--- src/rtl/ide_bm_pkg.sv ---
package ide_bm_pkg;
   localparam int unsigned DW = 32;

   typedef enum logic [1:0] {
      SZ_BYTE = 2'd0,
      SZ_HALF = 2'd1,
      SZ_WORD = 2'd2,
      SZ_WORD2 = 2'd3
   } acc_size_e;

   localparam logic [7:0] CMD_KEEP  = 8'h09;
   localparam int unsigned CMD_START = 0;
   localparam int unsigned CMD_DIR   = 3;
   localparam int unsigned ST_ACT    = 0;
   localparam int unsigned ST_ERR    = 1;
   localparam int unsigned ST_IRQ    = 2;

   function automatic logic [DW-1:0] size_mask(input logic [1:0] sz);
      case (sz)
         2'd0:    size_mask = 32'h0000_00FF;
         2'd1:    size_mask = 32'h0000_FFFF;
         default: size_mask = 32'hFFFF_FFFF;
      endcase
   endfunction

   function automatic int unsigned size_bytes(input logic [1:0] sz);
      case (sz)
         2'd0:    size_bytes = 1;
         2'd1:    size_bytes = 2;
         default: size_bytes = 4;
      endcase
   endfunction
endpackage

--- src/rtl/ide_bm_chan.sv ---
module ide_bm_chan
   import ide_bm_pkg::*;
(
   input  logic       clk,
   input  logic       rst_n,
   input  logic       cmd_we,
   input  logic       sts_we,
   input  logic [7:0] wbyte,
   input  logic       irq_evt,
   input  logic       err_evt,
   output logic [7:0] cmd_q,
   output logic [7:0] sts_q,
   output logic       start,
   output logic       dir
);
   logic [7:0] sts_d;

   always_comb begin
      sts_d = sts_q;
      if (sts_we) begin
         sts_d = {1'b0, wbyte[6:5], 2'b00,
                  sts_q[ST_IRQ:ST_ERR] & ~wbyte[ST_IRQ:ST_ERR], sts_q[ST_ACT]};
      end
      if (cmd_we) sts_d[ST_ACT] = wbyte[CMD_START];
      if (irq_evt) sts_d[ST_IRQ] = 1'b1;
      if (err_evt) sts_d[ST_ERR] = 1'b1;
   end

   always_ff @(posedge clk) begin
      if (!rst_n) begin
         cmd_q <= '0;
         sts_q <= '0;
      end else begin
         if (cmd_we) cmd_q <= wbyte & CMD_KEEP;
         sts_q <= sts_d;
      end
   end

   assign start = cmd_q[CMD_START];
   assign dir   = cmd_q[CMD_DIR];

   AST_IRQ_SETS: assert property (@(posedge clk) disable iff (!rst_n)
      irq_evt |=> sts_q[ST_IRQ]);
   AST_ERR_SETS: assert property (@(posedge clk) disable iff (!rst_n)
      err_evt |=> sts_q[ST_ERR]);
   AST_ACT_FOLLOWS: assert property (@(posedge clk) disable iff (!rst_n)
      cmd_we |=> sts_q[ST_ACT] == $past(wbyte[CMD_START]));
   AST_CMD_HOLD: assert property (@(posedge clk) disable iff (!rst_n)
      !cmd_we |=> $stable(cmd_q) && $stable(dir));
   AST_STS_KEEP_ACT: assert property (@(posedge clk) disable iff (!rst_n)
      (sts_we && !cmd_we) |=> $stable(sts_q[ST_ACT]));
endmodule

--- src/rtl/ide_bm_addr_port.sv ---
module ide_bm_addr_port
   import ide_bm_pkg::*;
#(
   parameter int unsigned ALIGN_BITS = 2
)(
   input  logic          clk,
   input  logic          rst_n,
   input  logic          we,
   input  logic [1:0]    off,
   input  logic [1:0]    size,
   input  logic [DW-1:0] wdata,
   output logic [DW-1:0] base_q
);
   localparam int unsigned NLANE = DW / 8;

   initial begin
      if (ALIGN_BITS >= DW) $error("ALIGN_BITS too large");
   end

   logic [DW-1:0] lane_data;
   logic [NLANE-1:0] be;
   assign lane_data = wdata << (8 * off);

   for (genvar k = 0; k < NLANE; k++) begin : g_be
      assign be[k] = (k >= int'(off)) && (k < int'(off) + size_bytes(size));
   end

   always_ff @(posedge clk) begin
      if (!rst_n) begin
         base_q <= '0;
      end else if (we) begin
         for (int k = 0; k < NLANE; k++) begin
            if (be[k]) base_q[8*k +: 8] <= lane_data[8*k +: 8];
         end
         base_q[ALIGN_BITS-1:0] <= '0;
      end
   end

   AST_BASE_HOLD: assert property (@(posedge clk) disable iff (!rst_n)
      !we |=> $stable(base_q));
   AST_BASE_ALIGN: assert property (@(posedge clk) disable iff (!rst_n)
      we |=> base_q[ALIGN_BITS-1:0] == '0);
endmodule

--- src/rtl/ide_bm_regfile.sv ---
module ide_bm_regfile
   import ide_bm_pkg::*;
#(
   parameter int unsigned NCH = 2,
   parameter int unsigned CW  = $clog2(NCH),
   parameter int unsigned AW  = CW + 3
)(
   input  logic           clk,
   input  logic           rst_n,
   input  logic [AW-1:0]  bus_addr,
   input  logic [1:0]     bus_size,
   input  logic           bus_we,
   input  logic [DW-1:0]  bus_wdata,
   output logic [DW-1:0]  bus_rdata,
   input  logic [NCH-1:0] irq_evt,
   input  logic [NCH-1:0] err_evt,
   output logic [NCH-1:0] dma_start,
   output logic [NCH-1:0] dma_dir
);
   initial begin
      if (NCH < 2) $error("NCH must be at least 2");
      if ((1 << CW) != NCH) $error("NCH must be a power of two");
   end

   logic [CW-1:0] ch_sel;
   logic          in_addr;
   logic [1:0]    off;
   logic          is_byte;

   assign ch_sel  = bus_addr[AW-1:3];
   assign in_addr = bus_addr[2];
   assign off     = bus_addr[1:0];
   assign is_byte = (bus_size == SZ_BYTE);

   logic [7:0]    cmd_a  [NCH];
   logic [7:0]    sts_a  [NCH];
   logic [DW-1:0] base_a [NCH];

   for (genvar c = 0; c < NCH; c++) begin : g_ch
      logic hit;
      assign hit = bus_we && (ch_sel == CW'(c));

      ide_bm_chan u_chan (
         .clk     (clk),
         .rst_n   (rst_n),
         .cmd_we  (hit && !in_addr && is_byte && off == 2'd0),
         .sts_we  (hit && !in_addr && is_byte && off == 2'd2),
         .wbyte   (bus_wdata[7:0]),
         .irq_evt (irq_evt[c]),
         .err_evt (err_evt[c]),
         .cmd_q   (cmd_a[c]),
         .sts_q   (sts_a[c]),
         .start   (dma_start[c]),
         .dir     (dma_dir[c])
      );

      ide_bm_addr_port u_addr (
         .clk    (clk),
         .rst_n  (rst_n),
         .we     (hit && in_addr),
         .off    (off),
         .size   (bus_size),
         .wdata  (bus_wdata),
         .base_q (base_a[c])
      );
   end

   always_comb begin
      if (in_addr) begin
         bus_rdata = (base_a[ch_sel] >> (8 * off)) & size_mask(bus_size);
      end else if (!is_byte) begin
         bus_rdata = size_mask(bus_size);
      end else begin
         case (off)
            2'd0:    bus_rdata = {24'h0, cmd_a[ch_sel]};
            2'd2:    bus_rdata = {24'h0, sts_a[ch_sel]};
            default: bus_rdata = 32'h0000_00FF;
         endcase
      end
   end

   AST_WIDE_CS_ONES: assert property (@(posedge clk) disable iff (!rst_n)
      (!in_addr && !is_byte) |-> bus_rdata == size_mask(bus_size));
   AST_RSVD_LANE_FF: assert property (@(posedge clk) disable iff (!rst_n)
      (!in_addr && is_byte && off[0]) |-> bus_rdata == 32'h0000_00FF);
endmodule

--- config.mk ---
export PLATFORM = sky130hd
export DESIGN_NAME = ide_bm_regfile
export DESIGN_NICKNAME = d
export VERILOG_FILES = /design/src/rtl/ide_bm_pkg.sv /design/src/rtl/ide_bm_chan.sv /design/src/rtl/ide_bm_addr_port.sv /design/src/rtl/ide_bm_regfile.sv
export SDC_FILE = /design/constraint.sdc
export NUM_CORES = 1
export LEC_CHECK = 0
export BUFFER_PORTS_ARGS = -buffer_cell sky130_fd_sc_hd__buf_4
export CAP_MARGIN = 20
export CORE_ASPECT_RATIO = 2
export CORE_MARGIN = 1.5
export CORE_UTILIZATION = 48
export CTS_BUF_LIST = sky130_fd_sc_hd__clkbuf_16
export CTS_CLUSTER_SIZE = 16
export DETAILED_ROUTE_END_ITERATION = 8
export GPL_TIMING_DRIVEN = 0
export PLACE_DENSITY = 0.66
export SYNTH_ARGS = -nofsm -noshare
export SYNTH_HDL_FRONTEND = slang
export SYNTH_HIERARCHICAL = 1
export SYNTH_SLANG_ARGS = --single-unit
--- constraint.sdc ---
create_clock -name clk -period 6.22 [get_ports clk]
set_input_delay 1.555 -clock clk [delete_from_list [all_inputs] [get_ports clk]]
set_output_delay 1.555 -clock clk [all_outputs]
set_load 0.005 [all_outputs]
==> results of run 1 <==
-- kinds of logic (layout without fill, tap and decap cells) --
kind of cell	Yosys count	after routing	synth area share (%)
simple gates	134	134	12.98
mux	130	130	33.83
compound gates	107	107	16.49
buf+inv	76	171	8.907
flops	72	72	25.91
fa+ha+maj	6	6	1.619
other cells	4	22	0.2698
-- power by group --
| part | switching, mW | internal, mW |
|---|---|---|
| clock network | 0.206 | 0.307 |
| registers | 0.0119 | 0.475 |
| logic | 0.147 | 0.146 |
-- critical path: stages --
cell      delay [ps]
buf_4            140
clkbuf_1         210
or4_1            560
clkbuf_1         240
nor2_1           170
a31oi_1           70
buf_4            180
-- state kept, by name, indices dropped and copies added (netlist names) --
| register | flops |
|---|---|
| g_ch.u_addr/base_q | 60 |
| g_ch.u_chan/sts_q | 8 |
| g_ch.u_chan/cmd_q | 4 |
-- through the flow --
step / instances / setup WS, ps / utilization (%)
finish: 784 / 1539 / 59.28
CTS: 784 / 1552 / 59.28
global placement: 768 / 1556 / 56.72
floorplan: 547 / 2058 / -
global route: 784 / 1464 / 59.28
detailed placement: 768 / 1555 / 56.72
-- cell type report --
| class | instances | area (um2) |
|---|---|---|
| Buffer | 68 | 465.4 |
| Clock buffer | 9 | 225.2 |
| Clock inverter | 7 | 63.81 |
| Fill cell | 1036 | 4596 |
| Inverter | 8 | 30.03 |
| Multi-Input combinational cell | 399 | 3694 |
| Sequential cell | 72 | 1441 |
| Tap cell | 142 | 177.7 |
| Timing Repair Buffer | 79 | 593.1 |
-- metal layers --
layer / track usage, % / routed length, um
met5: 0 / 0
met2: 54.25 / 9583
met1: 30.36 / 6354
met3: 3.754 / 868
met4: 21.89 / 1385
-- cells in the final DEF (no fill, tap or decap), types with 3 or more instances in the layout --
| cell type | synthesis | routed |
|---|---|---|
| buf_2 | 8 | 8 |
| buf_4 | 37 | 116 |
| ha_1 | 4 | 4 |
| a21oi_1 | 4 | 4 |
| o22a_1 | 20 | 20 |
| buf_6 | 6 | 6 |
| mux4_1 | 11 | 11 |
| and2_1 | 7 | 7 |
| o21ai_0 | 17 | 17 |
| nand3_1 | 17 | 17 |
| mux4_2 | 29 | 29 |
| conb_1 | 4 | 22 |
| o221a_2 | 12 | 12 |
| nor2b_1 | 41 | 41 |
| buf_1 | 3 | 3 |
| nand2b_1 | 5 | 5 |
| a22oi_1 | 11 | 11 |
| inv_1 | 8 | 9 |
| clkbuf_1 | 13 | 13 |
| clkbuf_16 | 0 | 9 |
| nor3_1 | 4 | 4 |
| a31oi_1 | 12 | 12 |
| nand2_1 | 30 | 30 |
| mux2_2 | 31 | 31 |
| dfxtp_1 | 72 | 72 |
| mux2i_1 | 59 | 59 |
| o221a_1 | 4 | 4 |
| o211a_1 | 16 | 16 |
| nor2_1 | 21 | 21 |
-- worst paths after layout --
path | slack [ps] | start | cells past startpoint | end
setup / recovery | 1540 | bus_size[0] | 7 | bus_rdata[3]
hold / removal | 510 | g_ch[0].u_addr/base_q[6]$_SDFFE_PN0P_ | 2 | g_ch[0].u_addr/base_q[6]$_SDFFE_PN0P_
setup reg to reg | 5490 | g_ch[1].u_addr/base_q[16]$_SDFFE_PN0P_ | 1 | g_ch[1].u_addr/base_q[16]$_SDFFE_PN0P_
hold reg to reg | 510 | g_ch[0].u_addr/base_q[6]$_SDFFE_PN0P_ | 2 | g_ch[0].u_addr/base_q[6]$_SDFFE_PN0P_
==> impl_metrics.ini, run 1 <==
[yosys]
netlist_instances = 529
yosys.area.top_type = dfxtp_1
synth_most_common_cell = dfxtp_1
async_flop_share_pct = 0
yosysSeqAreaShare_pct = 25.91
synth_edf_count = 0
syn_area_um2 = 5563
ys_warn_count = 6
synth_top_area_share_pct = 25.91
synth_cell_types = 42
synth-seq-cells = 72
synthTopCellsByArea = dfxtp_1 (26%), mux4_2 (12%), mux2i_1 (11%)
avgSynthCellArea_um2 = 10.52
yosys-top-cells-count = dfxtp_1 (72), mux2i_1 (59), nor2b_1 (41), buf_4 (37), mux2_2 (31)
ys.flop_type = dfxtp_1

[pwr]
power_density_nw_per_um2 = 193.4
power_mw = 1.294
leakagePower_nw = 2.892
peakVddDrop_uv = 153.4

[outcome]
outcome = finished, final reports clean

[drt]
ant_nets = 0
drc = 0
firstDrtPassIters = 5
vias = 4839
drt-wirelength-per-cell_um = 23.20
drt_iter0_drc = 322
finalWirelength_um = 18190
viasPerCell = 6.172

[finish]
drive_gt1_share_pct = 35.36
final_area_um2 = 6690
synthToLayoutAreaGrowth_pct = 20.27
n_antenna_cell = 0
finalNetCount = 688

[floorplan]
coreArea_um2 = 11290
num_rows = 55
die_area_um2 = 12280
fp.dieW_um = 79.12
dieHeight_um = 155.2
io_pins = 81
initial_core_util_pct = 49.29

[global_routing]
antenna_found_initial = 0
grtUsageTotal_pct = 29.90
grt_max_degree = 19
grt_pass1_vias = 4874
grt_pass1_wl_um = 27010
gr-total-overflow = 0

[critical_path]
cp_max_fo = 8
cp-end-kind = output port
worstPathRequired_ps = 4660
start_kind = input pin
critPathKind = input pin to output port
critPathArrivalTime_ps = 3130

[timing]
skew_ps = 0
tightest_slew_ps = 827.3
finalHoldViolations = 0
fin_hold_ws_ps = 513.7
rsz0062_at_grt = no
slew_headroom_pct = 44.85
finalCriticalPeriod_ps = 4681
finalCritPeriodShare_pct = 75.25
setup_viol = 0
fin_setup_tns_ps = 0
max_freq_mhz = 213.6
slew_viol_final = 0

[flow_run]
drv_cap = 0

[clock_network]
cts_buffers = 9
clock_path_buffers = 2
clock_latency_ps = 340
ctsHoldBuffers = 0
cts_resized = 0
clk_pin_slew_ps = 60
cts_tree = done
cts-root-buf = clkbuf_16
cts.sinks = 72
htree_levels = 3
post-cts-setup-buffers = 0

[hold_path]
hold_path.class = register to register

[placed_design]
place_congestion = 1.016
placed_cell_area_um2 = 6401
hpwl_um = 14450
portBuffers = 79
No activity file was read; power rests on OpenSTA's default activity.
==> inputs of run 2 (changes only) <==
PLACE_DENSITY = 0.69   (was 0.66)
clock period = 4.1 ns   (was 6.22 ns; I/O delays follow)
==> run 2 against run 1 <==
Against the previous run:
- setup slack got worse by 1100 ps
- clock skew unchanged
- wire length is 2.6% lower
- final cell count shrank 0.13%
- utilization rose by 0.19 points
- first-iteration DRC count fell by 16%
- worst hold slack improved by 7.6 ps
- sequential cell count did not move
- highest routed layer unchanged
==> impl_metrics.ini, run 2 (synthesis results as in run 1) <==
[clock_network]
clock_path_buffers = 2
cts_tree = done
cts-root-buf = clkbuf_16
post-cts-setup-buffers = 0
clk_pin_slew_ps = 60
clock_latency_ps = 330
cts_resized = 0
cts.sinks = 72
cts_buffers = 9
htree_levels = 3
ctsHoldBuffers = 0

[placed_design]
hpwl_um = 14330
dpl.cell_count = 768
place_congestion = 0.9531
portBuffers = 79
preCtsSetupSlack_ps = 496.1
placed_cell_area_um2 = 6401

[timing]
finalCritPeriodShare_pct = 89.80
slew_headroom_pct = 48.43
max_freq_mhz = 271.6
setup_viol = 0
finalHoldViolations = 0
setup_ws_ps = 418.1
rsz0062_at_grt = no
fin_setup_tns_ps = 0
slew_viol_final = 0
finalCriticalPeriod_ps = 3682
skew_ps = 0
fin_hold_ws_ps = 521.3
tightest_slew_ps = 773.6

[outcome]
outcome = finished, final reports clean

[pwr]
p_int_mw = 1.470
clockPowerShare_pct = 41.5
combinationalPowerShare_pct = 21.9
peakVddDrop_uv = 319.6
leakagePower_nw = 2.895
power_density_nw_per_um2 = 301.1
switching_power_mw = 0.5505
seqPwrFrac_pct = 36.6
swShare_pct = 27.24
power_mw = 2.021

[global_routing]
grtUsageTotal_pct = 29.60
grt_max_degree = 19
grt_pass1_vias = 5053
antenna_found_initial = 0
gr-total-overflow = 0
grt_pass1_wl_um = 26920

[drt]
ant_nets = 0
drt_iter0_drc = 272
finalWirelength_um = 17710
firstDrtPassIters = 5
viasPerCell = 6.120
vias = 4792
drt-wirelength-per-cell_um = 22.62
drc = 0

[finish]
largestRegisters = g_ch.u_addr/base_q: 60 flops, g_ch.u_chan/sts_q: 8 flops, g_ch.u_chan/cmd_q: 4 flops
drive_gt1_share_pct = 35.57
final_area_um2 = 6711
synthToLayoutAreaGrowth_pct = 20.65
layout_common_cells = buf_4 (116), dfxtp_1 (72), mux2i_1 (59), nor2b_1 (41), mux2_2 (31)
n_antenna_cell = 0
utilization_pct = 59.47
largest_register = g_ch.u_addr/base_q
largest_reg_flops = 60
instances_no_fill = 783
mostFrequentLayoutCell = buf_4
finalNetCount = 688

[floorplan]
die_area_um2 = 12280
io_pins = 81
dieHeight_um = 155.2
num_rows = 55
initial_core_util_pct = 49.29
coreArea_um2 = 11290
fp.dieW_um = 79.12

[critical_path]
max_stage_delay_ps = 470
cp_max_fo = 10
critPathArrivalTime_ps = 2660
start_kind = input pin
cp_slowest_cell = clkbuf_1
worstPathRequired_ps = 3070
crit_buf_inv = 4
worstPathCellList = buf_4, clkbuf_1, nand2b_1, clkbuf_1, o21ai_0, buf_4
critPathTopFamily = buffers and inverters
critPathKind = input pin to output port
cp-end-kind = output port

[hold_path]
hold_path.class = register to register

[flow_run]
drv_cap = 0
==> run 2: changes by cell type in the layout (fill, tap and decap cells not counted), sizes merged <==
cell and delta:
clkinv -2, inv -1, clkinvlp +1, bufinv +1
==> run 2: area by class of cell <==
| class | count | area [um2] |
|---|---|---|
| timing repair buffer | 79 | 593.1 |
| multi-input combinational | 399 | 3694 |
| inverter | 8 | 30.03 |
| fill | 1031 | 4574 |
| clock buffer | 9 | 225.2 |
| sequential | 72 | 1441 |
| tap | 142 | 177.7 |
| clock inverter | 6 | 85.08 |
| buffer | 68 | 465.4 |
==> run 2: power groups by stage <==
stage	sequential (mW)	clock [mW]	combinational, mW
final	0.739	0.839	0.444
after global routing	0.741	0.879	0.469
after CTS	0.738	0.849	0.439
after global placement	0.751	0	0.426
after detailed placement	0.754	0	0.436
after floorplan	0.745	0	0.275
==> run 2: tightest hold or removal path, stage by stage (launching register included) <==
cell,delay [ps]
dfxtp_1,330
mux2i_1,70
nor2b_1,90
==> run 2: per-layer routing <==
layer	track usage (%)	up-vias	wire, um
li1	-	2182	-
met1	28.82	2353	6016
met2	55.27	179	9831
met3	3.636	78	718
met4	21.30	0	1142
met5	0	-	0
==> run 2: final timing paths <==
check	from	endpoint	slack, ps	cells past startpoint
max	bus_addr[2]	bus_rdata[30]	420	6
min	g_ch[0].u_chan/sts_q[6]$_SDFFE_PN0P_	g_ch[0].u_chan/sts_q[6]$_SDFFE_PN0P_	520	2
max reg2reg	g_ch[1].u_addr/base_q[23]$_SDFFE_PN0P_	g_ch[1].u_addr/base_q[23]$_SDFFE_PN0P_	3350	1
min reg2reg	g_ch[0].u_chan/sts_q[6]$_SDFFE_PN0P_	g_ch[0].u_chan/sts_q[6]$_SDFFE_PN0P_	520	2
